===== src/rtl/hit_scan_pkg.sv =====
package hit_scan_pkg;
  typedef enum logic [2:0] {
    ST_OFF, ST_WAIT, ST_A, ST_B, ST_C, ST_FIN, ST_DONE
  } scan_st_e;

  typedef enum logic [1:0] {GRP_A, GRP_B, GRP_C} grp_e;
endpackage


===== src/rtl/hit_group_match.sv =====
module hit_group_match
  import hit_scan_pkg::*;
#(
  parameter int WORD_W  = 10,
  parameter int RUN_LEN = 4,
  parameter int GRP_W   = 4,
  parameter int REL_W   = 4
) (
  input  logic [WORD_W-1:0] cur_i,
  input  logic [WORD_W-1:0] nxt_i,
  input  grp_e              grp_i,
  input  logic              trail_mode_i,
  input  logic              first_word_i,
  input  logic              tail_i,
  output logic              hit_o,
  output logic [REL_W-1:0]  rel_o
);
  localparam int SW = WORD_W + RUN_LEN;

  logic [SW-1:0]     s;
  logic [WORD_W-1:0] rise_m, fall_m, fit, in_grp, pick;
  logic              special;

  // s[t] is the sample at local time t; the next word supplies the tail
  for (genvar t = 0; t < WORD_W; t++) begin : g_cur
    assign s[t] = cur_i[WORD_W-1-t];
  end
  for (genvar k = 0; k < RUN_LEN; k++) begin : g_nxt
    assign s[WORD_W+k] = nxt_i[WORD_W-1-k];
  end

  for (genvar t = 0; t < WORD_W; t++) begin : g_start
    localparam bit FITS = (t + RUN_LEN < WORD_W);
    assign rise_m[t] = ~s[t] & (&s[t+1 +: RUN_LEN]);
    assign fall_m[t] = s[t] & ~(|s[t+1 +: RUN_LEN]);
    assign fit[t]    = FITS | ~tail_i;
    assign in_grp[t] = (grp_i == GRP_A) ? (t < GRP_W) :
                       (grp_i == GRP_B) ? (t >= GRP_W && t < 2*GRP_W) :
                                          (t >= 2*GRP_W);
  end

  assign pick    = (trail_mode_i ? fall_m : rise_m) & fit & in_grp;
  assign special = (grp_i == GRP_A) & first_word_i & ~trail_mode_i & (&s[RUN_LEN-1:0]);

  always_comb begin
    hit_o = special | (|pick);
    rel_o = '0;
    if (!special) begin
      for (int i = WORD_W-1; i >= 0; i--) begin
        if (pick[i]) rel_o = REL_W'(i + 1);
      end
    end
  end
endmodule


===== src/rtl/hit_store.sv =====
module hit_store #(
  parameter int DEPTH  = 4,
  parameter int DATA_W = 8,
  parameter int ADDR_W = 2
) (
  input  logic              clk_i,
  input  logic              rst_ni,
  input  logic              le_we_i,
  input  logic              wd_we_i,
  input  logic [ADDR_W-1:0] waddr_i,
  input  logic [DATA_W-1:0] le_wdata_i,
  input  logic [DATA_W-1:0] wd_wdata_i,
  input  logic [ADDR_W-1:0] raddr_i,
  output logic [DATA_W-1:0] le_rdata_o,
  output logic [DATA_W-1:0] wd_rdata_o
);
  logic [DATA_W-1:0] le_mem [DEPTH];
  logic [DATA_W-1:0] wd_mem [DEPTH];

  always_ff @(posedge clk_i or negedge rst_ni) begin
    if (!rst_ni) begin
      for (int i = 0; i < DEPTH; i++) begin
        le_mem[i] <= '0;
        wd_mem[i] <= '0;
      end
    end else begin
      if (le_we_i) le_mem[waddr_i] <= le_wdata_i;
      if (wd_we_i) wd_mem[waddr_i] <= wd_wdata_i;
    end
  end

  assign le_rdata_o = le_mem[raddr_i];
  assign wd_rdata_o = wd_mem[raddr_i];


  excl_write_chk: assert property (@(posedge clk_i) disable iff (!rst_ni)
    !(le_we_i && wd_we_i));
endmodule


===== src/rtl/wire_hit_scanner.sv =====
module wire_hit_scanner
  import hit_scan_pkg::*;
#(
  parameter int WORD_W    = 10,
  parameter int RUN_LEN   = 4,
  parameter int GRP_W     = 4,
  parameter int MAX_HITS  = 4,
  parameter int TIME_W    = 8,
  parameter int MAX_WORDS = 33,
  parameter int MAX_LE    = 254,
  localparam int ADDR_W   = $clog2(MAX_HITS),
  localparam int CNT_W    = $clog2(MAX_HITS + 1),
  localparam int NW_W     = $clog2(MAX_WORDS + 1)
) (
  input  logic              clk_i,
  input  logic              rst_ni,
  input  logic              start_i,
  input  logic              word_vld_i,
  input  logic [WORD_W-1:0] word_i,
  input  logic [NW_W-1:0]   words_to_scan_i,
  input  logic              stop_i,
  input  logic              wire_off_i,
  input  logic [ADDR_W-1:0] rd_addr_i,
  output logic [TIME_W-1:0] le_rdata_o,
  output logic [TIME_W-1:0] width_rdata_o,
  output logic [CNT_W:0]    hit_count_o,
  output logic              done_o
);
  localparam int ABS_W = $clog2((MAX_WORDS + 1) * WORD_W + 1);
  localparam int REL_W = $clog2(WORD_W + 2);

  scan_st_e          state_q, state_d;
  logic [WORD_W-1:0] cur_q, nxt_q;
  logic              cur_full_q, nxt_full_q, trail_q;
  logic [NW_W-1:0]   loaded_q, cur_idx_q;
  logic [ABS_W-1:0]  le_save_q;
  logic [CNT_W-1:0]  wr_addr_q;

  grp_e              grp;
  logic              scanning, accept, tail_go, shift;
  logic              hit;
  logic [REL_W-1:0]  rel;
  logic [ABS_W-1:0]  base_t, abs_t, width_raw;
  logic              le_ok, te_ok, fin_fill, wd_we;
  logic [TIME_W-1:0] wd_data;

  always_comb begin
    unique case (state_q)
      ST_B:    grp = GRP_B;
      ST_C:    grp = GRP_C;
      default: grp = GRP_A;
    endcase
  end

  assign scanning = (state_q == ST_A) || (state_q == ST_B) || (state_q == ST_C);
  assign accept   = word_vld_i && !stop_i && (loaded_q < words_to_scan_i) &&
                    ((state_q == ST_WAIT) || (state_q == ST_C));
  assign tail_go  = (state_q == ST_WAIT) && !stop_i && nxt_full_q &&
                    (loaded_q == words_to_scan_i);
  assign shift    = accept || tail_go;

  hit_group_match #(
    .WORD_W(WORD_W), .RUN_LEN(RUN_LEN), .GRP_W(GRP_W), .REL_W(REL_W)
  ) u_match (
    .cur_i        (cur_q),
    .nxt_i        (nxt_q),
    .grp_i        (grp),
    .trail_mode_i (trail_q),
    .first_word_i (cur_idx_q == '0),
    .tail_i       (!nxt_full_q),
    .hit_o        (hit),
    .rel_o        (rel)
  );

  assign base_t    = ABS_W'(cur_idx_q) * ABS_W'(WORD_W);
  assign abs_t     = base_t + ABS_W'(rel);
  assign le_ok     = scanning && !stop_i && hit && !trail_q &&
                     (abs_t <= ABS_W'(MAX_LE)) && (wr_addr_q < CNT_W'(MAX_HITS));
  assign te_ok     = scanning && !stop_i && hit && trail_q;
  assign fin_fill  = (state_q == ST_FIN) && trail_q;
  assign width_raw = abs_t - le_save_q;
  assign wd_we     = te_ok || fin_fill;
  assign wd_data   = (te_ok && width_raw <= ABS_W'((1 << TIME_W) - 1)) ?
                     width_raw[TIME_W-1:0] : '1;

  always_comb begin
    state_d = state_q;
    if (start_i) state_d = ST_WAIT;
    else begin
      unique case (state_q)
        ST_WAIT: begin
          if (stop_i)                        state_d = ST_FIN;
          else if (accept && nxt_full_q)     state_d = ST_A;
          else if (tail_go)                  state_d = ST_A;
          else if (!nxt_full_q && loaded_q == words_to_scan_i) state_d = ST_FIN;
        end
        ST_A:    state_d = stop_i ? ST_FIN : ST_B;
        ST_B:    state_d = stop_i ? ST_FIN : ST_C;
        ST_C:    state_d = stop_i ? ST_FIN : (accept ? ST_A : ST_WAIT);
        ST_FIN:  state_d = ST_DONE;
        default: state_d = state_q;
      endcase
    end
  end

  always_ff @(posedge clk_i or negedge rst_ni) begin
    if (!rst_ni) begin
      state_q    <= ST_OFF;
      cur_q      <= '0;
      nxt_q      <= '0;
      cur_full_q <= 1'b0;
      nxt_full_q <= 1'b0;
      loaded_q   <= '0;
      cur_idx_q  <= '0;
      trail_q    <= 1'b0;
      le_save_q  <= '0;
      wr_addr_q  <= '0;
    end else begin
      state_q <= state_d;
      if (start_i) begin
        cur_full_q <= 1'b0;
        nxt_full_q <= 1'b0;
        loaded_q   <= '0;
        cur_idx_q  <= '0;
        trail_q    <= 1'b0;
        le_save_q  <= '0;
        wr_addr_q  <= '0;
      end else begin
        if (shift) begin
          cur_q      <= nxt_q;
          cur_full_q <= nxt_full_q;
          cur_idx_q  <= cur_full_q ? cur_idx_q + 1'b1 : '0;
          if (accept) begin
            nxt_q      <= word_i;
            nxt_full_q <= 1'b1;
            loaded_q   <= loaded_q + 1'b1;
          end else begin
            nxt_full_q <= 1'b0;
          end
        end
        if (le_ok) begin
          trail_q   <= 1'b1;
          le_save_q <= abs_t;
        end else if (wd_we) begin
          trail_q   <= 1'b0;
          wr_addr_q <= wr_addr_q + 1'b1;
        end
      end
    end
  end

  hit_store #(.DEPTH(MAX_HITS), .DATA_W(TIME_W), .ADDR_W(ADDR_W)) u_store (
    .clk_i      (clk_i),
    .rst_ni     (rst_ni),
    .le_we_i    (le_ok),
    .wd_we_i    (wd_we),
    .waddr_i    (wr_addr_q[ADDR_W-1:0]),
    .le_wdata_i (abs_t[TIME_W-1:0]),
    .wd_wdata_i (wd_data),
    .raddr_i    (rd_addr_i),
    .le_rdata_o (le_rdata_o),
    .wd_rdata_o (width_rdata_o)
  );

  assign hit_count_o = {wire_off_i, wr_addr_q};
  assign done_o      = (state_q == ST_DONE);


  hit_cap_chk: assert property (@(posedge clk_i) disable iff (!rst_ni)
    wr_addr_q <= CNT_W'(MAX_HITS));


  le_range_chk: assert property (@(posedge clk_i) disable iff (!rst_ni)
    $rose(trail_q) |-> le_save_q <= ABS_W'(MAX_LE));


  grp_order_chk: assert property (@(posedge clk_i) disable iff (!rst_ni)
    (state_q == ST_A && !start_i) |=> (state_q == ST_B || state_q == ST_FIN));


  word_gap_chk: assert property (@(posedge clk_i) disable iff (!rst_ni)
    (state_q == ST_A || state_q == ST_B) |-> !word_vld_i);


  done_closed_chk: assert property (@(posedge clk_i) disable iff (!rst_ni)
    $rose(done_o) |-> !trail_q);
endmodule


===== config.mk =====
export PLATFORM = sky130hd
export DESIGN_NAME = wire_hit_scanner
export DESIGN_NICKNAME = d
export VERILOG_FILES = /design/src/rtl/hit_scan_pkg.sv /design/src/rtl/hit_group_match.sv /design/src/rtl/hit_store.sv /design/src/rtl/wire_hit_scanner.sv
export SDC_FILE = /design/constraint.sdc
export NUM_CORES = 1
export LEC_CHECK = 0
export ABC_AREA = 1
export ABC_CLOCK_PERIOD_IN_PS = 6100
export CORE_ASPECT_RATIO = 0.75
export CORE_UTILIZATION = 44
export DETAILED_ROUTE_END_ITERATION = 10
export DONT_BUFFER_PORTS = 1
export MAX_ROUTING_LAYER = met4
export PLACE_DENSITY = 0.64
export SYNTH_ARGS = -nofsm -noshare
export SYNTH_HDL_FRONTEND = slang
export SYNTH_HIERARCHICAL = 1
export SYNTH_SLANG_ARGS = --single-unit

===== constraint.sdc =====
create_clock -name clk_i -period 6.1 [get_ports clk_i]
set_input_delay 1.22 -clock clk_i [delete_from_list [all_inputs] [get_ports clk_i]]
set_output_delay 1.22 -clock clk_i [all_outputs]
set_load 0.02 [all_outputs]

# Word-level counts from Yosys, hierarchy flattened
# Cells that the tools add are included.
# word_totals
ff_bits,114
inputBits,24
output_inout_bits,21
wordCells,209
# classes
n_addsub,5
multipliers,1
magnitude_cmp,7
n_eq_ne,10
mux,58
n_bitwise,50
n_reduce_logical,60
# ops
op,n
32-bit bitwise mux,2
8-bit two-way mux,6
4-bit two-way mux,11
4-bit AND reduction,11
4-bit OR reduction,10
6-bit two-way mux,6
8-bit binary-select mux with 2-bit select,2
3-bit two-way mux,10
1-bit bitwise AND,23
1-bit NOT,22
10-bit bitwise AND,2
"9-bit by 8-bit less-or-equal comparator with 1-bit output, second input constant",2
9-bit two-way mux,2
1-bit logical AND,17
8-bit demux with 2-bit select,1
3-bit case mux with 5 select lines,1
1-bit two-way mux,14
"6-bit by 1-bit adder with 6-bit output, second input constant",2
10-bit two-way mux,1
10-bit OR reduction,1
9-bit by 4-bit adder with 9-bit output,1
"3-bit == test, second input constant",3
9-bit subtractor,1
"6-bit by 3-bit multiplier with 8-bit output, second input constant",1
24 further kinds,39

# Logic depth before layout (Yosys ltp)
# Gate-level depths: netlist of run 1.
# depth
ltp_word,23
mapped_depth,32
depth_no_buf,32

# By module
# Netlist of run 1, hierarchy kept.
# modules_own_cells
mod,instances,cells_each,area_per_inst_um2,seq_area_each_um2
wire_hit_scanner,1,420,3412.0,1251.2
hit_store,1,470,3340.7,1601.5
hit_group_match,1,138,590.6,0.0

# Worst setup path before layout of run 1
# No wires, ideal clock.
# synth_timing
path_kind,reg2reg
from,reg state_q[2]
to,reg u_store/wd_mem[10] (netlist name)
setup_ps,118
t_arrival_ps,3550
required_ps,5982
setup_slack_ps,2432
stages_incl_launch_ff,30
n_path_buf,0
period_less_slack_ps,3668
cell_sequence,dfrtp_1 inv_2 nor2_4 nand2_2 inv_1 nor2_1 inv_1 nor2_1 nand3_1 nand4_1 ha_1 inv_1 fa_1 inv_1 nand2_1 nand2_1 nand2_1 nor2_1 inv_1 nand2_1 nand2_1 ha_1 a21oi_1 o21ai_0 a21oi_1 nand3_1 nand2_2 nand3_1 nand4_1 nand2_1
# synth_via
elab_chain_cells,23
word_cells_on_any_way,42
cone_classes,add/sub (2); order compare (1); eq/ne (5); mux (19); bitwise (5); reduce/logical (10)
# synth_lines
item,line_no,source
"start, declared",wire_hit_scanner.sv:32,"scan_st_e state_q, state_d;"
"start signal, assigned",wire_hit_scanner.sv:119,state_q <= state_d;
3-bit == test or 3-bit by 2-bit == test with 1-bit output (tied branches),wire_hit_scanner.sv:48,unique case (state_q)
2-bit case mux with 2 select lines (*),wire_hit_scanner.sv:48,
named net grp[1],wire_hit_scanner.sv:39,grp_e grp;
2-bit by 1-bit == test with 1-bit output,-,
1-bit two-way mux,hit_group_match.sv:38,(grp_i == GRP_B) ? (t >= GRP_W && t < 2*GRP_W) :
1-bit two-way mux,hit_group_match.sv:37,assign in_grp[t] = (grp_i == GRP_A) ? (t < GRP_W) :
10-bit bitwise AND,hit_group_match.sv:42,assign pick = (trail_mode_i ? fall_m : rise_m) & fit & in_grp;
4-bit two-way mux (10 in a row),hit_group_match.sv:50,if (pick[i]) rel_o = REL_W'(i + 1);
(+1 left out),-,
named net rel[1],wire_hit_scanner.sv:42,logic [REL_W-1:0] rel;
9-bit by 4-bit adder with 9-bit output (*),wire_hit_scanner.sv:76,assign abs_t = base_t + ABS_W'(rel);
named net abs_t[7],wire_hit_scanner.sv:43,"logic [ABS_W-1:0] base_t, abs_t, width_raw;"
9-bit subtractor (*),wire_hit_scanner.sv:81,assign width_raw = abs_t - le_save_q;
9-bit by 8-bit less-or-equal comparator with 1-bit output (*),wire_hit_scanner.sv:83,assign wd_data = (te_ok && width_raw <= ABS_W'((1 << TIME_W) - 1)) ?
1-bit logical AND (*),wire_hit_scanner.sv:83,
8-bit two-way mux (*),wire_hit_scanner.sv:83,
named net wd_data[2],wire_hit_scanner.sv:45,logic [TIME_W-1:0] wd_data;
32-bit bitwise mux (*),hit_store.sv:28,if (wd_we_i) wd_mem[waddr_i] <= wd_wdata_i;
"end signal, assigned by index",hit_store.sv:28,
"end, declared",hit_store.sv:18,logic [DATA_W-1:0] wd_mem [DEPTH];
# Mark *: on every way through the listed nets, which the timed path passes. The rest lies on a longest branch.
# A chain may end at the register's enable or synchronous reset.

# Worst setup path in the final report of run 1
# layout_timing
from,reg state_q[0]
to,reg u_store/le_mem[0] (netlist name)
# layout_via
elab_chain_cells,21
word_cells_on_any_way,38
cone_classes,add/sub (1); order compare (1); eq/ne (4); mux (18); bitwise (5); reduce/logical (9)
# layout_lines
item,line_no,source
3-bit == test or 3-bit by 2-bit == test with 1-bit output (tied branches),wire_hit_scanner.sv:48,
2-bit case mux with 2 select lines (*),wire_hit_scanner.sv:48,
named net grp[1],wire_hit_scanner.sv:39,
2-bit by 1-bit == test with 1-bit output,-,
1-bit two-way mux,hit_group_match.sv:38,
1-bit two-way mux,hit_group_match.sv:37,
10-bit bitwise AND,hit_group_match.sv:42,
4-bit two-way mux (10 in a row),hit_group_match.sv:50,
4-bit two-way mux (*),hit_group_match.sv:48,if (!special) begin
named net rel[1],wire_hit_scanner.sv:42,
9-bit by 4-bit adder with 9-bit output (*),wire_hit_scanner.sv:76,
named net abs_t[7],wire_hit_scanner.sv:43,
9-bit by 8-bit less-or-equal comparator with 1-bit output (*),wire_hit_scanner.sv:78,(abs_t <= ABS_W'(MAX_LE)) && (wr_addr_q < CNT_W'(MAX_HITS));
1-bit logical AND (*),wire_hit_scanner.sv:77,assign le_ok = scanning && !stop_i && hit && !trail_q &&
1-bit logical AND (*),wire_hit_scanner.sv:78,
named net le_ok,wire_hit_scanner.sv:44,"logic le_ok, te_ok, fin_fill, wd_we;"
"end signal, assigned by index",hit_store.sv:27,if (le_we_i) le_mem[waddr_i] <= le_wdata_i;
"end, declared",hit_store.sv:17,logic [DATA_W-1:0] le_mem [DEPTH];
# Marks and branches as above.

==> run metrics, run 1 <==
critical path peak fanout 37; layout cells sized above 1 0.0671; path class of the lowest-slack min-delay path reg2reg; clock tree from TritonCTS built; Setup WS post-layout 1.66 ns; category of the worst setup path launch point flip-flop; weighted congestion at the end of routability-driven global placement 0.880; area overhead of the layout relative to synthesis 10.1%; Port Buf Inserts 0; clk_lat worst skew 0.42 ns; maximum ir drop on the vdd rail 0.157 mV; routed len/inst 14.5 µm; fin. max-slew vios 0; synthesized area per cell 7.14 µm²; Global Route Usage Sum 0.230; final sum of negative setup slack 0 ns; Resized Gates After CTS 0; # Post-CTS Setup Buffers 0; ports placed on the boundary 45; DRC violation count after routing 0; Initial Utilization 0.454; DRC marker count from the first detailed-route iteration 573; total of max-cap violations 0; CTS Sinks 114; fraction of registers with async set/reset 1.00; Primary FF master, synth dfrtp_1; minimum period implied by the final worst setup slack 4.44 ns; number of instances in the synthesized netlist 1028; Row Count 40; Setup Slack @ Placement 1.72 ns; residual antenna-violating net count after detailed routing 0; worst slew slack as a fraction of its limit 0.271; routed via count divided by cell count 5.20; CTS H-tree depth 4; required time at the endpoint of the critical path 6.42 ns; part of the cycle the worst path needs 0.727; Routed WL 17.9 mm; synthesized netlist net count 1085; worst path arrival time 4.75 ns; Die Span X 151 µm; setup repair after global routing missed its margin false; proportion of synthesized chip area in sequential cells 0.388; clk root buf clkbuf_16; Leakage Power 0.00432 µW; number of buffers added by the clock tree synthesis step 17; power density of the placed cells 317 nW/µm²; initial antenna violation count 0; final-report setup violation count 0; run status finished, final reports clean; CTS hold repair buffers 0; dpl cell area 7440 µm²; 1st-pass router iterations 5; DIE AREA 17200 µm²; maximum count of clock buffers along a single path 2; Post-synth EDFFs 0; timing-limited maximum frequency 225 MHz; yosys warns 6; post-synth cell types 37; Yosys reg bits 114; maximum number of pins on one net before global-route repair 115; height of the chip 114 µm; slew of the pin with the lowest slew margin 1.09 ns; detailed placement HPWL 12.1 mm; total via count in the routed design 6448; final-layout fill cell count 1608; worst setup slack for register-to-register paths 1.66 ns; count of inserted antenna diode cells 0; element type at the critical path end flip-flop; Setup Skew 0.00712 ns; first-pass GRT wire length 29.9 mm; post-synth design cell area 7340 µm²; overflow left after global routing 0; register clock-pin slew on the reported worst setup and hold paths 0.05 ns; Non-Filler Cell Area, Final 8080 µm²; number of nets at the end of the flow 1073; via count of the first global-routing pass 5936; floorplan core area 16200 µm²; critical path class reg2reg; Hold Fails Final Rpt 0
[where the power goes]
part / total [µW] / internal, µW / switching [µW]
clock network: 1100 / 744 / 357
registers: 1000 / 866 / 134
logic: 462 / 182 / 280
[worst paths after layout]
kind,start,to,cells past startpoint
max reg2reg,state_q[0],u_store/le_mem[0],24
max in group asynchronous,rst_ni,u_store/le_mem[27],0
min in group asynchronous,rst_ni,nxt_q[3],0
min,u_store/le_mem[8],u_store/le_mem[8],2
max,state_q[0],u_store/le_mem[0],24
min reg2reg,u_store/le_mem[8],u_store/le_mem[8],2
[cell type report]
class,instances,area [µm²],share of cell area
clock buffers,22,464,0.0574
clock inverters,10,180,0.0223
inverters,171,642,0.0794
multi-input cells,708,3650,0.452
flip-flops and latches,114,2850,0.353
well taps,210,263,0.0325
repair buffers,4,30.0,0.00372
[layer usage]
layer / wire length (µm) / track usage / vias up
met5: 0 / - / -
met4: 228 / 0.0707 / 0
met3: 912 / 0.0416 / 23
met2: 7680 / 0.331 / 157
met1: 9120 / 0.328 / 3021
li1: - / - / 3247
[Yosys cell counts, types with 2 or more instances]
cell type	n	area (µm²)
nand2_1	322	1210
inv_1	164	616
nand3_1	128	641
dfrtp_1	114	2850
nor2_1	53	199
nand4_1	41	257
o21ai_0	38	190
ha_1	30	375
a21oi_1	19	95.1
buf_2	14	70.1
xor2_1	11	96.3
nand2_2	8	50.1
nand3b_1	8	60.1
buf_4	7	52.6
clkbuf_1	7	26.3
mux2_4	7	105
nor3_1	7	35.0
inv_2	5	18.8
nor2_2	5	31.3
o21ai_1	5	25.0
buf_1	4	15.0
xnor2_1	4	35.0
buf_6	3	33.8
fa_1	3	60.1
mux2_2	3	33.8
o22ai_1	3	18.8
clkinv_1	2	7.51
nor2_4	2	22.5
nor2_8	2	40.0
o21bai_1	2	15.0
[stage by stage]
stage	utilization	hold WS (ns)	power (µW)	instances
after floorplan	-	0.442	1370	1028
after global placement	0.460	0.455	1460	1207
after detailed placement	0.460	0.458	1470	1207
after CTS	0.500	0.471	2570	1239
after global routing	0.500	0.476	2690	1239
final	0.500	0.468	2560	1239
[critical path: stages, from the launching register on]
cell and delay (ns):
dfrtp_1 0.44, inv_1 0.13, nand2_2 0.12, inv_1 0.08
nor2_1 0.31, inv_1 0.08, nor2_1 0.10, nand3_1 0.11
nand4_1 0.12, ha_1 0.17, inv_1 0.05, fa_1 0.39
inv_1 0.07, nand2_1 0.04, nand2_1 0.07, nand2_1 0.09
nor2_1 0.12, inv_1 0.05, nand2_1 0.06, nand2_1 0.15
nand3_1 0.19, inv_2 0.08, nor2_8 0.39, nand3_1 0.53
o21ai_0 0.36
[placed cells by master (no fill, tap or decap), drive strengths merged, types with 2 or more instances in the layout]
cell type / count
a21oi: 20
buf: 4
bufinv: 5
clkbuf: 22
clkinv: 5
clkinvlp: 2
dfrtp: 114
fa: 3
ha: 30
inv: 169
mux2: 10
nand2: 330
nand3: 129
nand3b: 8
nand4: 41
nor2: 62
nor3: 8
o21ai: 44
o21bai: 2
o22ai: 3
xnor2: 4
xor2: 11
[registers in the layout, summed over array words and instances (netlist names)]
signal,count
nxt_q,10
cur_q,10
cur_idx_q,6
state_q,3
cur_full_q,1
wr_addr_q,3
loaded_q,6
nxt_full_q,1
le_save_q,9
trail_q,1
u_store/wd_mem,32
u_store/le_mem,32
[logic make-up (layout without fill, tap and decap cells)]
kind of cell | after synthesis | count (layout) | share of synthesized area
buf+inv | 206 | 207 | 0.114
xor+xnor | 15 | 15 | 0.0179
compound gates | 71 | 71 | 0.0511
simple gates | 579 | 579 | 0.350
fa+ha+maj | 33 | 33 | 0.0593
mux | 10 | 10 | 0.0189
flops | 114 | 114 | 0.388
Note: power is estimated with default switching activity, not from simulation.
==> run 2: changes to the inputs <==
--- a/config.mk
+++ b/config.mk
@@ -6,7 +6,7 @@
 export NUM_CORES = 1
 export LEC_CHECK = 0
 export ABC_AREA = 1
-export ABC_CLOCK_PERIOD_IN_PS = 6100
+export ABC_CLOCK_PERIOD_IN_PS = 4100
 export CORE_ASPECT_RATIO = 0.75
 export CORE_UTILIZATION = 44
 export DETAILED_ROUTE_END_ITERATION = 10
==> constraint.sdc (replaced) <==
create_clock -name clk_i -period 4.1 [get_ports clk_i]
set_input_delay 0.82 -clock clk_i [delete_from_list [all_inputs] [get_ports clk_i]]
set_output_delay 0.82 -clock clk_i [all_outputs]
set_load 0.02 [all_outputs]
==> run 2 against run 1 <==
Net effect:
- global-route usage up 0.67 points
- combinational power increased by 68%
- via count rose by 2.0%
- clock-buffer cell count fell by 3
- non-clock buffer count rose by 24
- cell area grew 3.4%
- critical path depth rose by 8
==> run metrics, run 2 (synthesized netlist as in run 1, its figures left out) <==
DIE AREA 17200 µm² (unchanged); timing-limited maximum frequency 259 MHz (was 225 MHz); clk_lat worst skew 0.42 ns (about the same); height of the chip 114 µm (unchanged); number of nets at the end of the flow 1097 (was 1073); residual antenna-violating net count after detailed routing 0 (unchanged); minimum period implied by the final worst setup slack 3.86 ns (was 4.44 ns); top library cells by usage in the layout, fill and taps aside nand2_1, inv_1, nand3_1, dfrtp_1, nor2_1 (unchanged); worst slew slack as a fraction of its limit 0.108 (was 0.271); final cell utilization of the core 0.517 (was 0.500); part of the cycle the worst path needs 0.941 (was 0.727); first-pass GRT wire length 30.5 mm (was 29.9 mm); DRC marker count from the first detailed-route iteration 670 (was 573); Global Route Usage Sum 0.237 (was 0.230); Setup Skew 0.00687 ns (was 0.00712 ns); Max stage delay on crit path 0.42 ns (was 0.53 ns); worst setup slack for register-to-register paths 0.24 ns (was 1.66 ns); maximum number of pins on one net before global-route repair 115 (unchanged); layout cells sized above 1 0.118 (was 0.0671); area overhead of the layout relative to synthesis 13.8% (was 10.1%); count of inserted antenna diode cells 0 (unchanged); total via count in the routed design 6576 (was 6448); path class of the lowest-slack min-delay path in2async (was reg2reg); number of buffers added by the clock tree synthesis step 17 (unchanged); weighted congestion at the end of routability-driven global placement 0.945 (was 0.880); routed via count divided by cell count 5.21 (was 5.20); power density of the placed cells 439 nW/µm² (was 317 nW/µm²); CTS hold repair buffers 0 (unchanged); overflow left after global routing 0 (unchanged); leading registers by flop count u_store/le_mem: 32 flops, u_store/wd_mem: 32 flops (unchanged); Routed WL 18.6 mm (was 17.9 mm); Non-Filler Cell Area, Final 8360 µm² (was 8080 µm²); initial antenna violation count 0 (unchanged); fin. max-slew vios 0 (unchanged); maximum ir drop on the vdd rail 0.224 mV (was 0.157 mV); via count of the first global-routing pass 5809 (was 5936); floorplan core area 16200 µm² (unchanged); Die Span X 151 µm (unchanged); slew of the pin with the lowest slew margin 1.33 ns (was 1.09 ns); 1st-pass router iterations 5 (unchanged); CTS Sinks 114 (unchanged); clk root buf clkbuf_16 (unchanged); final sum of negative setup slack 0 ns (unchanged); register clock-pin slew on the reported worst setup and hold paths 0.05 ns (about the same); final-layout fill cell count 1590 (was 1608); DRC violation count after routing 0 (unchanged); total of max-cap violations 0 (unchanged); most common cell after layout, fill and taps aside nand2_1 (unchanged); clock tree from TritonCTS built (unchanged); required time at the endpoint of the critical path 4.40 ns (was 6.42 ns); maximum count of clock buffers along a single path 2 (unchanged); category of the worst setup path launch point flip-flop (unchanged); Initial Utilization 0.454 (unchanged); critical path class reg2reg (unchanged); Row Count 40 (unchanged); Hold Fails Final Rpt 0 (unchanged); ports placed on the boundary 45 (unchanged); element type at the critical path end flip-flop (unchanged); run status finished, final reports clean (unchanged); worst path arrival time 4.16 ns (was 4.75 ns); cell with the biggest individual delay on the critical path dfrtp_1 (was nand3_1); final-report setup violation count 0 (unchanged); detailed placement HPWL 12.5 mm (was 12.1 mm); Port Buf Inserts 0 (unchanged); critical path peak fanout 8 (was 37); dpl cell area 7600 µm² (was 7440 µm²); Leakage Power 0.00443 µW (was 0.00432 µW); CTS H-tree depth 4 (unchanged); Storage cell area 2850 µm² (about the same); routed len/inst 14.7 µm (was 14.5 µm); area of the multi-input gates 3840 µm² (was 3650 µm²)
-- run 2: final timing paths --
check / start / end / cells after the start
worst min-delay path: rst_ni / nxt_q[3] / 0
worst max-delay path: state_q[2] / u_store/wd_mem[9] / 32
max in group asynchronous: rst_ni / cur_idx_q[5] / 0
worst min register to register: u_store/wd_mem[8] / u_store/wd_mem[8] / 2
min in group clk_i: start_i / wr_addr_q[0] / 1
worst max register to register: state_q[2] / u_store/wd_mem[9] / 32
-- run 2: report_power, final --
group          switching, µW  internal (µW)
logic                    461            315
clock network            536            880
registers                190           1290
total                   1190           2480
-- run 2: layer usage --
metal	share of wire	vias up	global-route usage
met5	0	-	-
met3	0.062	13	0.0500
met2	0.41	201	0.316
met4	0.0074	0	0.0540
li1	-	3291	-
met1	0.52	3071	0.361
-- run 2: cell type report --
type / count / share of cell area
Multi-Input combinational cell: 708 / 0.459
Sequential cell: 114 / 0.342
Inverter: 171 / 0.0768
Clock buffer: 19 / 0.0518
Tap cell: 210 / 0.0314
Timing Repair Buffer: 28 / 0.0252
Clock inverter: 12 / 0.0141
-- run 2: metrics by stage --
step	hold WS (ns)	worst slack, ns	std cells	total power, µW
floorplan	0.442	0.432	1028	2040
global placement	0.455	0.134	1229	2220
detailed placement	0.458	0.0671	1229	2220
CTS	0.0837	0.0273	1260	3640
global route	0.0749	-0.0583	1262	3880
finish	0.0999	0.240	1262	3670
-- run 2: critical path: cells and delay by family (launching register included) --
family	cells	cell delay (ns)
AOI/OAI and AO/OA	1	0.09
adders and majority gates	3	0.80
buffers and inverters	8	0.54
DFF	1	0.42
and+or+nand+nor	20	1.88
-- run 2: timing repair --
item,in CTS,in global routing
endpoints found under the setup margin,0,60
buffers inserted,0,2
gates resized for setup,0,43
